**src/rtl/exc_entry_pkg.sv**
```systemverilog
package exc_entry_pkg;
    localparam int ADDR_W = 32;
    localparam int SR_W   = 16;
    localparam int VEC_W  = 8;
    localparam int LVL_W  = 3;

    localparam int SR_T1_BIT   = 15;
    localparam int SR_T0_BIT   = 14;
    localparam int SR_S_BIT    = 13;
    localparam int SR_MASK_LSB = 8;

    localparam logic [2:0] FC_SUP_DATA = 3'd5;
    localparam logic [2:0] FC_CPU      = 3'd7;

    localparam logic [1:0] SZ_BYTE = 2'd0;
    localparam logic [1:0] SZ_WORD = 2'd1;
    localparam logic [1:0] SZ_LONG = 2'd2;

    typedef enum logic [2:0] {
        ST_IDLE    = 3'd0,
        ST_SAVE_SR = 3'd1,
        ST_GET_VEC = 3'd2,
        ST_PUSH_PC = 3'd3,
        ST_PUSH_SR = 3'd4,
        ST_FETCH   = 3'd5,
        ST_LOAD_PC = 3'd6
    } seq_state_e;

    typedef struct packed {
        seq_state_e          st;
        logic [SR_W-1:0]     sr_saved;
        logic [SR_W-1:0]     sr_work;
        logic [ADDR_W-1:0]   pc;
        logic [ADDR_W-1:0]   ssp;
        logic [ADDR_W-1:0]   vbr;
        logic [VEC_W-1:0]    vec;
        logic [VEC_W-1:0]    code;
        logic [LVL_W-1:0]    level;
        logic                irq;
    } seq_regs_t;
endpackage

```
**src/rtl/exc_sr_update.sv**
```systemverilog
module exc_sr_update
    import exc_entry_pkg::*;
(
    input  logic [SR_W-1:0]  sr_in,
    input  logic             set_mask,
    input  logic [LVL_W-1:0] level,
    output logic [SR_W-1:0]  sr_out
);
    always_comb begin
        sr_out            = sr_in;
        sr_out[SR_S_BIT]  = 1'b1;
        sr_out[SR_T1_BIT] = 1'b0;
        sr_out[SR_T0_BIT] = 1'b0;
        if (set_mask) begin
            sr_out[SR_MASK_LSB +: LVL_W] = level;
        end
    end
endmodule

```
**src/rtl/exc_vec_addr.sv**
```systemverilog
module exc_vec_addr
    import exc_entry_pkg::*;
(
    input  logic [ADDR_W-1:0] vbr,
    input  logic [VEC_W-1:0]  vec,
    input  logic [LVL_W-1:0]  level,
    output logic [ADDR_W-1:0] table_addr,
    output logic [ADDR_W-1:0] iack_addr
);
    localparam int PAD_W = ADDR_W - VEC_W - 2;

    always_comb begin
        table_addr = vbr + {{PAD_W{1'b0}}, vec, 2'b00};
        iack_addr  = {{(ADDR_W-LVL_W){1'b1}}, level};
    end
endmodule

```
**src/rtl/exc_entry_seq.sv**
```systemverilog
module exc_entry_seq
    import exc_entry_pkg::*;
#(
    parameter logic [VEC_W-1:0] SPURIOUS_VEC = 8'd24
) (
    input  logic              clk,
    input  logic              rst_n,
    input  logic              req_valid,
    input  logic              req_irq,
    input  logic [VEC_W-1:0]  req_code,
    input  logic [LVL_W-1:0]  req_level,
    input  logic [SR_W-1:0]   sr_in,
    input  logic [ADDR_W-1:0] pc_in,
    input  logic [ADDR_W-1:0] ssp_in,
    input  logic [ADDR_W-1:0] vbr_in,
    output logic              busy,
    output logic              done,
    output logic [SR_W-1:0]   sr_out,
    output logic [ADDR_W-1:0] pc_out,
    output logic [ADDR_W-1:0] ssp_out,
    output logic              bus_req,
    output logic              bus_we,
    output logic [2:0]        bus_fc,
    output logic [1:0]        bus_size,
    output logic [ADDR_W-1:0] bus_addr,
    output logic [ADDR_W-1:0] bus_wdata,
    input  logic [ADDR_W-1:0] bus_rdata,
    input  logic              bus_ack,
    input  logic              bus_err
);
    localparam logic [ADDR_W-1:0] PC_BYTES = ADDR_W'(4);
    localparam logic [ADDR_W-1:0] SR_BYTES = ADDR_W'(2);

    seq_regs_t         r_q, r_d;
    logic [SR_W-1:0]   sr_entry;
    logic [ADDR_W-1:0] table_addr;
    logic [ADDR_W-1:0] iack_addr;
    logic              bus_end;

    exc_sr_update u_sr_update (
        .sr_in    (r_q.sr_work),
        .set_mask (r_q.irq),
        .level    (r_q.level),
        .sr_out   (sr_entry)
    );

    exc_vec_addr u_vec_addr (
        .vbr        (r_q.vbr),
        .vec        (r_q.vec),
        .level      (r_q.level),
        .table_addr (table_addr),
        .iack_addr  (iack_addr)
    );

    assign bus_end = bus_ack | bus_err;

    always_comb begin
        r_d       = r_q;
        bus_req   = 1'b0;
        bus_we    = 1'b0;
        bus_fc    = FC_SUP_DATA;
        bus_size  = SZ_LONG;
        bus_addr  = '0;
        bus_wdata = '0;
        done      = 1'b0;

        unique case (r_q.st)
            ST_IDLE: begin
                if (req_valid) begin
                    r_d.sr_saved = sr_in;
                    r_d.sr_work  = sr_in;
                    r_d.pc       = pc_in;
                    r_d.ssp      = ssp_in;
                    r_d.vbr      = vbr_in;
                    r_d.code     = req_code;
                    r_d.level    = req_level;
                    r_d.irq      = req_irq;
                    r_d.st       = ST_SAVE_SR;
                end
            end
            ST_SAVE_SR: begin
                r_d.sr_work = sr_entry;
                r_d.st      = ST_GET_VEC;
            end
            ST_GET_VEC: begin
                if (r_q.irq) begin
                    bus_req  = 1'b1;
                    bus_fc   = FC_CPU;
                    bus_size = SZ_BYTE;
                    bus_addr = iack_addr;
                    if (bus_ack) begin
                        r_d.vec = bus_rdata[VEC_W-1:0];
                        r_d.st  = ST_PUSH_PC;
                    end else if (bus_err) begin
                        r_d.vec = SPURIOUS_VEC;
                        r_d.st  = ST_PUSH_PC;
                    end
                end else begin
                    r_d.vec = r_q.code;
                    r_d.st  = ST_PUSH_PC;
                end
            end
            ST_PUSH_PC: begin
                bus_req   = 1'b1;
                bus_we    = 1'b1;
                bus_addr  = r_q.ssp - PC_BYTES;
                bus_wdata = r_q.pc;
                if (bus_end) begin
                    r_d.ssp = r_q.ssp - PC_BYTES;
                    r_d.st  = ST_PUSH_SR;
                end
            end
            ST_PUSH_SR: begin
                bus_req   = 1'b1;
                bus_we    = 1'b1;
                bus_size  = SZ_WORD;
                bus_addr  = r_q.ssp - SR_BYTES;
                bus_wdata = {{(ADDR_W-SR_W){1'b0}}, r_q.sr_saved};
                if (bus_end) begin
                    r_d.ssp = r_q.ssp - SR_BYTES;
                    r_d.st  = ST_FETCH;
                end
            end
            ST_FETCH: begin
                bus_req  = 1'b1;
                bus_addr = table_addr;
                if (bus_end) begin
                    r_d.pc = bus_rdata;
                    r_d.st = ST_LOAD_PC;
                end
            end
            ST_LOAD_PC: begin
                done   = 1'b1;
                r_d.st = ST_IDLE;
            end
            default: r_d.st = ST_IDLE;
        endcase
    end

    always_ff @(posedge clk) begin
        if (!rst_n) begin
            r_q <= '0;
        end else begin
            r_q <= r_d;
        end
    end

    assign busy    = (r_q.st != ST_IDLE);
    assign sr_out  = r_q.sr_work;
    assign pc_out  = r_q.pc;
    assign ssp_out = r_q.ssp;
endmodule

```
**config.mk**
```make
export PLATFORM = sky130hd
export DESIGN_NAME = exc_entry_seq
export DESIGN_NICKNAME = d
export VERILOG_FILES = /design/src/rtl/exc_entry_pkg.sv /design/src/rtl/exc_sr_update.sv /design/src/rtl/exc_vec_addr.sv /design/src/rtl/exc_entry_seq.sv
export SDC_FILE = /design/constraint.sdc
export NUM_CORES = 1
export LEC_CHECK = 0
export BUFFER_PORTS_ARGS = -buffer_cell sky130_fd_sc_hd__buf_2
export CORE_MARGIN = 1.5
export CORE_UTILIZATION = 35
export CTS_BUF_LIST = sky130_fd_sc_hd__clkbuf_4 sky130_fd_sc_hd__clkbuf_8
export DETAILED_ROUTE_END_ITERATION = 10
export GPL_ROUTABILITY_DRIVEN = 0
export GPL_TIMING_DRIVEN = 0
export MAX_ROUTING_LAYER = met4
export SLEW_MARGIN = 10
export SYNTH_ARGS = -nofsm -noshare
export SYNTH_HDL_FRONTEND = slang
export SYNTH_SLANG_ARGS = --single-unit
```
**constraint.sdc**
```tcl
create_clock -name clk -period 3.6 [get_ports clk]
set_input_delay 0.54 -clock clk [delete_from_list [all_inputs] [get_ports clk]]
set_output_delay 0.54 -clock clk [all_outputs]
set_load 0.1 [all_outputs]
```
Yosys cells after proc, flatten, opt, wreduce, memory -nomap -nowiden
Index checks and enable logic that the tools add are counted.
Storage, ports and cells
  bits in registers: 151
  input port bits: 161
  logic and storage cells: 74
Cells by class
  $add $sub $neg: 3
  equal/unequal tests: 13
  muxes and demuxes: 29
  bitwise operators: 2
  reductions and logical operators: 15
Operator list (number)
  two-way mux 131 bit: 1
  two-way mux 32 bit: 4
  one-hot mux 32 bit (2 select lines): 2
  one-hot mux 32 bit (4 select lines): 1
  one-hot mux 32 bit (3 select lines): 1
  adder 32 x 10 -> 32 bit: 1
  one-hot mux 16 bit (2 select lines): 1
  subtractor 32 x 2 -> 32 bit (second input constant): 1
  subtractor 32 x 3 -> 32 bit (second input constant): 1
  two-way mux 8 bit: 3
  two-way mux 3 bit: 7
  one-hot mux 3 bit (6 select lines): 1
  != test 2 bit (second input constant): 5
  == test 3 bit (second input constant): 3
  AND reduction 3 bit: 3
  == test 3 x 2 -> 1 bit (second input constant): 2
  two-way mux 2 bit: 3
  AND reduction 2 bit: 3
  nonzero test 3 bit: 2
  AND reduction 5 bit: 1
  != test 4 bit (second input constant): 1
  one-hot mux 2 bit (2 select lines): 1
  AND reduction 4 bit: 1
  nonzero test 2 bit: 2
  other kinds (9): 11

Logic depth before layout (Yosys ltp)
Gate-level depths: netlist (run 1).
  depth in word-level cells: 4
  mapped depth: 11
  depth with buffers taken out: 9

Hierarchy
A second synthesis (run 1) with hierarchy kept.
Unflattened totals
  cell total of the unflattened synthesis: 1316
  area, all modules: 9843.2 sq um
By module, submodules not included
  exc_entry_seq: times used 1, cells each 1156, area an instance 8635.8 sq um, seq. area each 3022.9 sq um
  exc_vec_addr: times used 1, cells each 142, area an instance 1068.5 sq um, seq. area each 0.0 sq um
  exc_sr_update: times used 1, cells each 18, area an instance 138.9 sq um, seq. area each 0.0 sq um

Worst setup path after synthesis (run 1)
No wires, ideal clock.
  path type: flip-flop to output port
  from: register r_q[16] in the netlist's numbering
  to: output bus_addr[11]
  data arrival time: 4.962 ns
  slack: -1.902 ns
  stages on the path, launching flop included: 8
  path through: dfxtp_1 ha_1 a21oi_1 nand2_1 o2111ai_1 clkbuf_1 a21oi_1 o311ai_0
On the way
  longest elaborated chain between the ends: 2
RTL lines
  start: declaration: line exc_entry_seq.sv:34  | seq_regs_t r_q, r_d;
  start signal: assignment: line exc_entry_seq.sv:144  | r_q <= r_d;
  adder 32 x 10 -> 32 bit: line exc_vec_addr.sv:13  | table_addr = vbr + {{PAD_W{1'b0}}, vec, 2'b00};
  one-hot mux 32 bit (4 select lines): line exc_entry_seq.sv:67  | unique case (r_q.st)
  end: declaration: line exc_entry_seq.sv:25  | output logic [ADDR_W-1:0] bus_addr,
No other way between the ends.

Final worst setup path (run 1)
  from: register r_q, in the netlist ssp_out[1]
  to: output bus_addr[17]
On the way
  longest elaborated chain between the ends: 2
  elaborated cells on any way between the ends: 3
RTL lines (line)
  subtractor 32 x 2 -> 32 bit / subtractor 32 x 3 -> 32 bit (equally long branches): exc_entry_seq.sv:117, exc_entry_seq.sv:106
  one-hot mux 32 bit (4 select lines) (*): exc_entry_seq.sv:67
Mark *: on every way between the ends. The rest lies on a longest branch, timed or not.

==> impl_metrics.json, run 1 <==
{
  "cts_sinks": 151,
  "nNetsFinal": 1707,
  "ioPinCount": 314,
  "grt-ovfl-total": 0,
  "worstPathMaxFanout": 8,
  "post-route-util": 0.483,
  "place_inst": 1827,
  "synth_enable_flop_cells": 0,
  "hp-class": "input pin to register",
  "grt_max_degree": 17,
  "syn_area_um2": 9100,
  "drc": 0,
  "skew_ns": 0.0144,
  "peakVddDrop_uv": 341,
  "fin_ws_ns": 0.0200,
  "end_kind": "output port",
  "crit_arrival_ns": 3.04,
  "synth-xor-area-share": 0.0250,
  "use_met1": 0.331,
  "ctsHoldBuffers": 0,
  "leakagePower_uw": 0.00567,
  "postSynthCellCount": 1186,
  "tightest_slew_ns": 0.863,
  "synthAdderAreaFrac": 0.0160,
  "viasPerCell": 5.38,
  "synth.distinct_cells": 71,
  "clk_latency_ns": 0.48,
  "period_share": 0.994,
  "synth_top_family_by_area": "compound AO/OA/AOI/OAI gates",
  "max-cap-violations": 0,
  "yosys_warnings": 0,
  "postSynth.asyncResetShare": 0,
  "clock-root-buffer": "clkbuf_8",
  "p_per_area_nw_per_um2": 484,
  "core_um2": 25300,
  "criticalPathCategory": "register to output port",
  "clkSlewWorstSetupHoldPaths_ns": 0.10,
  "setup_viol": 0,
  "totalPowerFinal_uw": 5920,
  "cts_buffers": 17,
  "clk_path_buf_depth": 2,
  "dp_worst_setup_slack_ns": -0.215,
  "status": "finished, final reports clean",
  "synthSimpleGateAreaFrac": 0.237,
  "min_period_ns": 3.58,
  "use_met3": 0.0654,
  "h-tree-depth": 4,
  "required_ns": 3.06,
  "grt-busiest-layer": "met2",
  "antenna_violating_nets_post_route": 0,
  "antenna_found_initial": 7,
  "initial_core_util": 0.359,
  "area_delta_synth_final_pct": 34.4,
  "slew-limit-headroom": 0.410,
  "slew_viol_final": 0,
  "seq_area_frac_synth": 0.332,
  "via_count": 10100,
  "dr.pass1.iters": 6,
  "drive_above_1_share": 0.347,
  "setup.worst_path.start_class": "register",
  "grt_pass1_wl_um": 53200,
  "hpwlAfterDp_um": 27800,
  "wl_um": 36000,
  "maxClockFrequency_ghz": 0.279,
  "grt_use_total": 0.267,
  "rsz0062_at_grt": "true",
  "io_buffers": 310,
  "grt_pass1_vias": 9455,
  "hold_viol_final": 0,
  "syn_avg_cell_area_um2": 7.67,
  "dieArea_um2": 27000,
  "ys_ff_latch": 151,
  "synth_ff_type": "dfxtp_1",
  "met2_usage": 0.433,
  "finalNonFillerCells": 1885,
  "wl_per_cell_um": 19.1,
  "r2r_slack_ns": 0.90,
  "die_h_um": 164,
  "tritoncts": "built",
  "rows": 58,
  "drtIter0Drc": 821,
  "synth_compound_area_frac": 0.273,
  "dieWidth_um": 164,
  "muxShareOfSynthArea": 0.00110
}
## routing by layer
metal,vias up,wire length [um]
li1,4865,-
met1,4736,15000
met2,463,17000
met3,70,3080
met4,0,898
met5,-,0
## layout make-up
class | count | area (um2)
fillers | 2519 | 13100
multi-input cells | 841 | 5380
flip-flops and latches | 151 | 3040
repair buffers | 337 | 1900
plain buffers | 169 | 991
well taps | 330 | 413
clock buffers | 19 | 255
clock inverters | 13 | 159
inverters | 18 | 67.6
diodes | 7 | 17.5
## synthesized netlist by cell type (3+ instances only)
library cell	instances	share of area
o22ai_1	8	0.0055
or4_1	6	0.0050
o221ai_1	7	0.0067
o211ai_1	26	0.021
o21a_1	4	0.0033
dfxtp_1	151	0.33
xor2_1	4	0.0039
and2_1	21	0.014
o211a_1	39	0.043
nand4_1	3	0.0021
a31oi_1	33	0.023
clkbuf_1	91	0.038
a2111oi_0	4	0.0039
nor3b_1	6	0.0050
a22o_1	16	0.015
or3_1	5	0.0034
nor4_1	15	0.010
a311o_1	6	0.0066
o31a_1	3	0.0029
a21oi_1	47	0.026
ha_1	10	0.014
xnor2_1	22	0.021
o21ai_0	38	0.021
and3_1	3	0.0021
nand3_1	75	0.041
buf_4	82	0.068
a211oi_1	8	0.0066
inv_1	18	0.0074
nor3_1	22	0.012
nor2_1	31	0.013
a21boi_0	76	0.063
nand2_1	238	0.098
o311ai_0	3	0.0029
nand2b_1	3	0.0021
nor2b_1	14	0.0096
## final timing paths
check | startpoint | endpoint | depth (start not counted)
worst min register to register | r_q[10] | r_q[10] | 2
worst min-delay path | req_code[2] | r_q[6] | 3
worst max-delay path | ssp_out[1] | bus_addr[17] | 8
worst max register to register | r_q[149] | ssp_out[28] | 7
## sequential cells by signal, summed over array words and instances, names as in the netlist
signal   flops
sr_out      16
pc_out      32
ssp_out     32
r_q         71
## critical path, cell delays in order, from the launching register on
cell	delay [ns]
dfxtp_2	0.38
inv_1	0.12
ha_2	0.21
nor3b_2	0.28
a22oi_2	0.20
or4_4	0.50
o41a_1	0.41
o211ai_1	0.18
buf_6	0.27
## stage by stage
| step | hold WS (ns) | setup TNS (ns) | instance area [um2] |
|---|---|---|---|
| after floorplan | 0.434 | -1.92 | 9240 |
| after global placement | 0.443 | -0.489 | 11200 |
| after detailed placement | 0.454 | -0.603 | 11200 |
| after CTS | 0.294 | -0.0115 | 12000 |
| after global routing | 0.296 | -0.558 | 12200 |
| final | 0.303 | 0 | 12200 |
## timing repair
item,CTS,global route
endpoints found under the hold margin,0,0
gates resized for setup,70,56
buffers inserted,15,11
endpoints found under the setup margin,44,32
pin swaps,12,22
cloned,0,1
## layout by cell type, fill, tap and decap left out, drive strengths merged, types with 4 or more instances in the layout
| cell type | netlist | final |
|---|---|---|
| a2111oi | 5 | 5 |
| buf | 86 | 415 |
| o211ai | 26 | 26 |
| nor2b | 14 | 14 |
| nor2 | 31 | 31 |
| o22ai | 8 | 8 |
| a21oi | 47 | 47 |
| nor4 | 16 | 16 |
| o221ai | 8 | 8 |
| and2 | 21 | 21 |
| nor3b | 6 | 6 |
| dfxtp | 151 | 151 |
| xor2 | 4 | 4 |
| o21ai | 40 | 40 |
| or4 | 8 | 8 |
| nand3 | 75 | 75 |
| nand2 | 238 | 238 |
| clkbuf | 91 | 109 |
| o21a | 4 | 4 |
| ha | 10 | 10 |
| a31oi | 33 | 33 |
| diode | 0 | 7 |
| nor3 | 22 | 22 |
| a311o | 6 | 6 |
| inv | 18 | 25 |
| a22o | 16 | 16 |
| a21boi | 78 | 78 |
| a211oi | 8 | 8 |
| o211a | 39 | 39 |
| xnor2 | 22 | 22 |
| or3 | 7 | 7 |
## logic make-up after synthesis
| kind of cell | count (synthesis) |
|---|---|
| simple gates | 460 |
| compound gates | 341 |
| buf+inv | 195 |
| flops | 151 |
| xor+xnor | 26 |
| fa+ha+maj | 11 |
| other cells | 1 |
| mux | 1 |
## power breakdown
part	switching [uW]	total (uW)	internal, uW
registers	198	2040	1840
logic	1750	2450	694
clock network	771	1440	666
total	2720	5920	3200
Note: power is estimated with default switching activity, not from simulation.
==> run 2: changes to the inputs <==
--- a/config.mk
+++ b/config.mk
@@ -16,4 +16,5 @@
 export SLEW_MARGIN = 10
 export SYNTH_ARGS = -nofsm -noshare
 export SYNTH_HDL_FRONTEND = slang
+export SYNTH_HIERARCHICAL = 1
 export SYNTH_SLANG_ARGS = --single-unit
==> impl_metrics.json, run 2 <==
{
  "drive_above_1_share": 0.359,
  "switchingPower_uw": 2840,
  "drtIter0Drc": 1088,
  "hp-class": "input pin to register",
  "tightest_slew_ns": 1.20,
  "ioPinCount": 314,
  "end_kind": "output port",
  "yosysTopAreaCell": "dfxtp_1",
  "wl_per_cell_um": 19.2,
  "cp-endpoint": "bus_addr[13]",
  "skew_ns": 0.0171,
  "combinationalPowerShare": 0.430,
  "fill_cells": 2817,
  "grt_max_degree": 17,
  "swShare": 0.467,
  "leakagePower_uw": 0.00577,
  "viasPerCell": 5.37,
  "period_share": 0.985,
  "grt_pass1_wl_um": 59000,
  "min_period_ns": 3.54,
  "synth.most_common_cell": "nand2_1",
  "synth_area_leaders": "dfxtp_1 31%, buf_4 9.8%, nand2_1 9.1%, a21oi_1 4.8%, clkbuf_1 3.5%",
  "crit_start": "ssp_out[9]",
  "clk_latency_ns": 0.48,
  "io_buffers": 310,
  "crit_arrival_ns": 3.00,
  "setup_viol": 0,
  "ys_ff_latch": 151,
  "postSynth.asyncResetShare": 0,
  "place_inst": 2034,
  "slew-limit-headroom": 0.198,
  "internal_power_uw": 3240,
  "seq_area_frac_synth": 0.307,
  "core_um2": 27700,
  "synth_top_area_frac": 0.307,
  "initial_core_util": 0.355,
  "syn_avg_cell_area_um2": 7.48,
  "postSynthCellCount": 1316,
  "maxClockFrequency_ghz": 0.282,
  "finalNonFillerCells": 2075,
  "critPathMaxStageDelay_ns": 0.57,
  "grt-ovfl-total": 0,
  "synth_enable_flop_cells": 0,
  "clkSlewWorstSetupHoldPaths_ns": 0.09,
  "largest-register": "r_q",
  "rsz0062_at_grt": "true",
  "nNetsFinal": 1854,
  "p_per_area_nw_per_um2": 463,
  "path_cells": "buf_6 > or4_4 > buf_4 > nor4_4 > o22ai_1 > mux2i_1 > nand2_1 > clkbuf_4",
  "tritoncts": "built",
  "dr.pass1.iters": 6,
  "hold_viol_final": 0,
  "setup.worst_path.start_class": "register",
  "p_clk_frac": 0.238,
  "max-cap-violations": 0,
  "wl_um": 39800,
  "peakVddDrop_uv": 252,
  "required_ns": 3.06,
  "synth_ff_type": "dfxtp_1",
  "r2r-start": "r_q[150]",
  "hpwlAfterDp_um": 31300,
  "final_cell_area_um2": 13100,
  "grt_pass1_vias": 10400,
  "via_count": 11100,
  "yosys_warnings": 6,
  "r2r_cells": 7,
  "yosys-top-cells-count": "239 x nand2_1, 151 x dfxtp_1, 129 x buf_4, 95 x a21oi_1, 93 x clkbuf_1",
  "clock-root-buffer": "clkbuf_8",
  "cts_buffers": 17,
  "cp_slowest_cell": "or4_4",
  "antenna_violating_nets_post_route": 0,
  "ctsHoldBuffers": 0,
  "rows": 61,
  "criticalPathCategory": "register to output port",
  "final_common_cell": "buf_2",
  "synth.distinct_cells": 77,
  "syn_area_um2": 9840,
  "h-tree-depth": 4,
  "layout_common_cells": "282 x buf_2, 238 x nand2_1, 159 x buf_4",
  "die_h_um": 171,
  "status": "finished, final reports clean",
  "timing.rr.end": "ssp_out[17]",
  "dieWidth_um": 171,
  "slew_viol_final": 0,
  "r2r_slack_ns": 0.72,
  "largest_register_ffs": 71,
  "worstPathMaxFanout": 9,
  "cts_sinks": 151,
  "drc": 0,
  "antenna_found_initial": 2,
  "dpl-instance-area_um2": 12100,
  "dieArea_um2": 29100,
  "area_delta_synth_final_pct": 33.2,
  "grt_use_total": 0.274,
  "seq_power_share": 0.332,
  "clk_path_buf_depth": 2
}
[run 2: cell types whose count changed after synthesis, moves of 8 or more]
cell	change
a311oi_1	+33
nand3_1	-16
o211a_1	-35
o211ai_1	-12
o221a_2	+8
a21oi_1	+48
a221o_1	+8
a21boi_0	-57
buf_4	+47
a22oi_1	+22
nor2_1	+35
[run 2: power by group through the flow]
stage	sequential, uW	clock, uW	combinational [uW]
global route	2040	1530	2760
finish	2020	1440	2610
global placement	2020	0	2430
CTS	2000	1470	2510
floorplan	1970	0	1940
detailed placement	2030	0	2450
[run 2: how the worst min path moves through the flow]
stage,cells after the start,startpoint,slack [ns],to
floorplan,2,r_q[10],0.43,r_q[10]
finish,3,vbr_in[21],0.31,r_q[41]
detailed placement,2,r_q[9],0.45,r_q[9]
global route,3,vbr_in[22],0.29,r_q[42]
CTS,3,vbr_in[15],0.29,r_q[35]
global placement,2,r_q[4],0.44,r_q[4]
[run 2: area by class of cell]
| type | instances | area, um2 | share of cell area |
|---|---|---|---|
| multi-input combinational | 945 | 5890 | 0.449 |
| tap | 378 | 473 | 0.0361 |
| clock inverter | 14 | 180 | 0.0137 |
| antenna | 2 | 5.00 | 0.000382 |
| buffer | 222 | 1370 | 0.104 |
| clock buffer | 18 | 241 | 0.0184 |
| timing repair buffer | 328 | 1850 | 0.141 |
| inverter | 17 | 71.3 | 0.00544 |
| sequential | 151 | 3040 | 0.232 |
[run 2: layer usage]
| layer | wire, um | share of wire | GRT usage | vias up |
|---|---|---|---|---|
| met2 | 18700 | 0.47 | 0.449 | 554 |
| met4 | 1310 | 0.033 | 0.0939 | 0 |
| met3 | 3340 | 0.084 | 0.0590 | 80 |
| met5 | 0 | 0 | - | - |
| li1 | - | - | - | 5338 |
| met1 | 16400 | 0.41 | 0.332 | 5175 |
[run 2: worst max-delay path, delay by kind of cell, from the launching register on]
family	cells	cell delay [ns]
compound gates	1	0.25
simple gates	3	1.11
mux	1	0.23
flops	1	0.33
buf+inv	3	0.62
[run 2: repair_timing]
action / in CTS / in global routing
pin swaps: 11 / 16
cloned: 0 / 0
setup buffers: 3 / 16
setup endpoints to repair: 48 / 44
resized for setup: 77 / 86
[run 2: per-stage QoR]
stage,total power (uW),setup TNS [ns],util,hold slack (ns),setup WS [ns]
global placement,4460,-2.62,0.435,0.439,-0.234
CTS,5980,-0.0328,0.460,0.287,-0.0310
detailed placement,4480,-0.422,0.435,0.446,-0.128
global route,6320,-0.155,0.473,0.287,-0.0348
finish,6070,0,0.473,0.306,0.0552
floorplan,3910,0,-,0.432,0.000590
[run 2: kinds of logic after synthesis]
group | after synthesis | synth area share
fa+ha+maj | 11 | 0.0147
xor+xnor | 29 | 0.0258
mux | 5 | 0.00559
flops | 151 | 0.307
simple gates | 492 | 0.233
compound gates | 374 | 0.266
buf+inv | 250 | 0.147
other cells | 4 | 0.00152
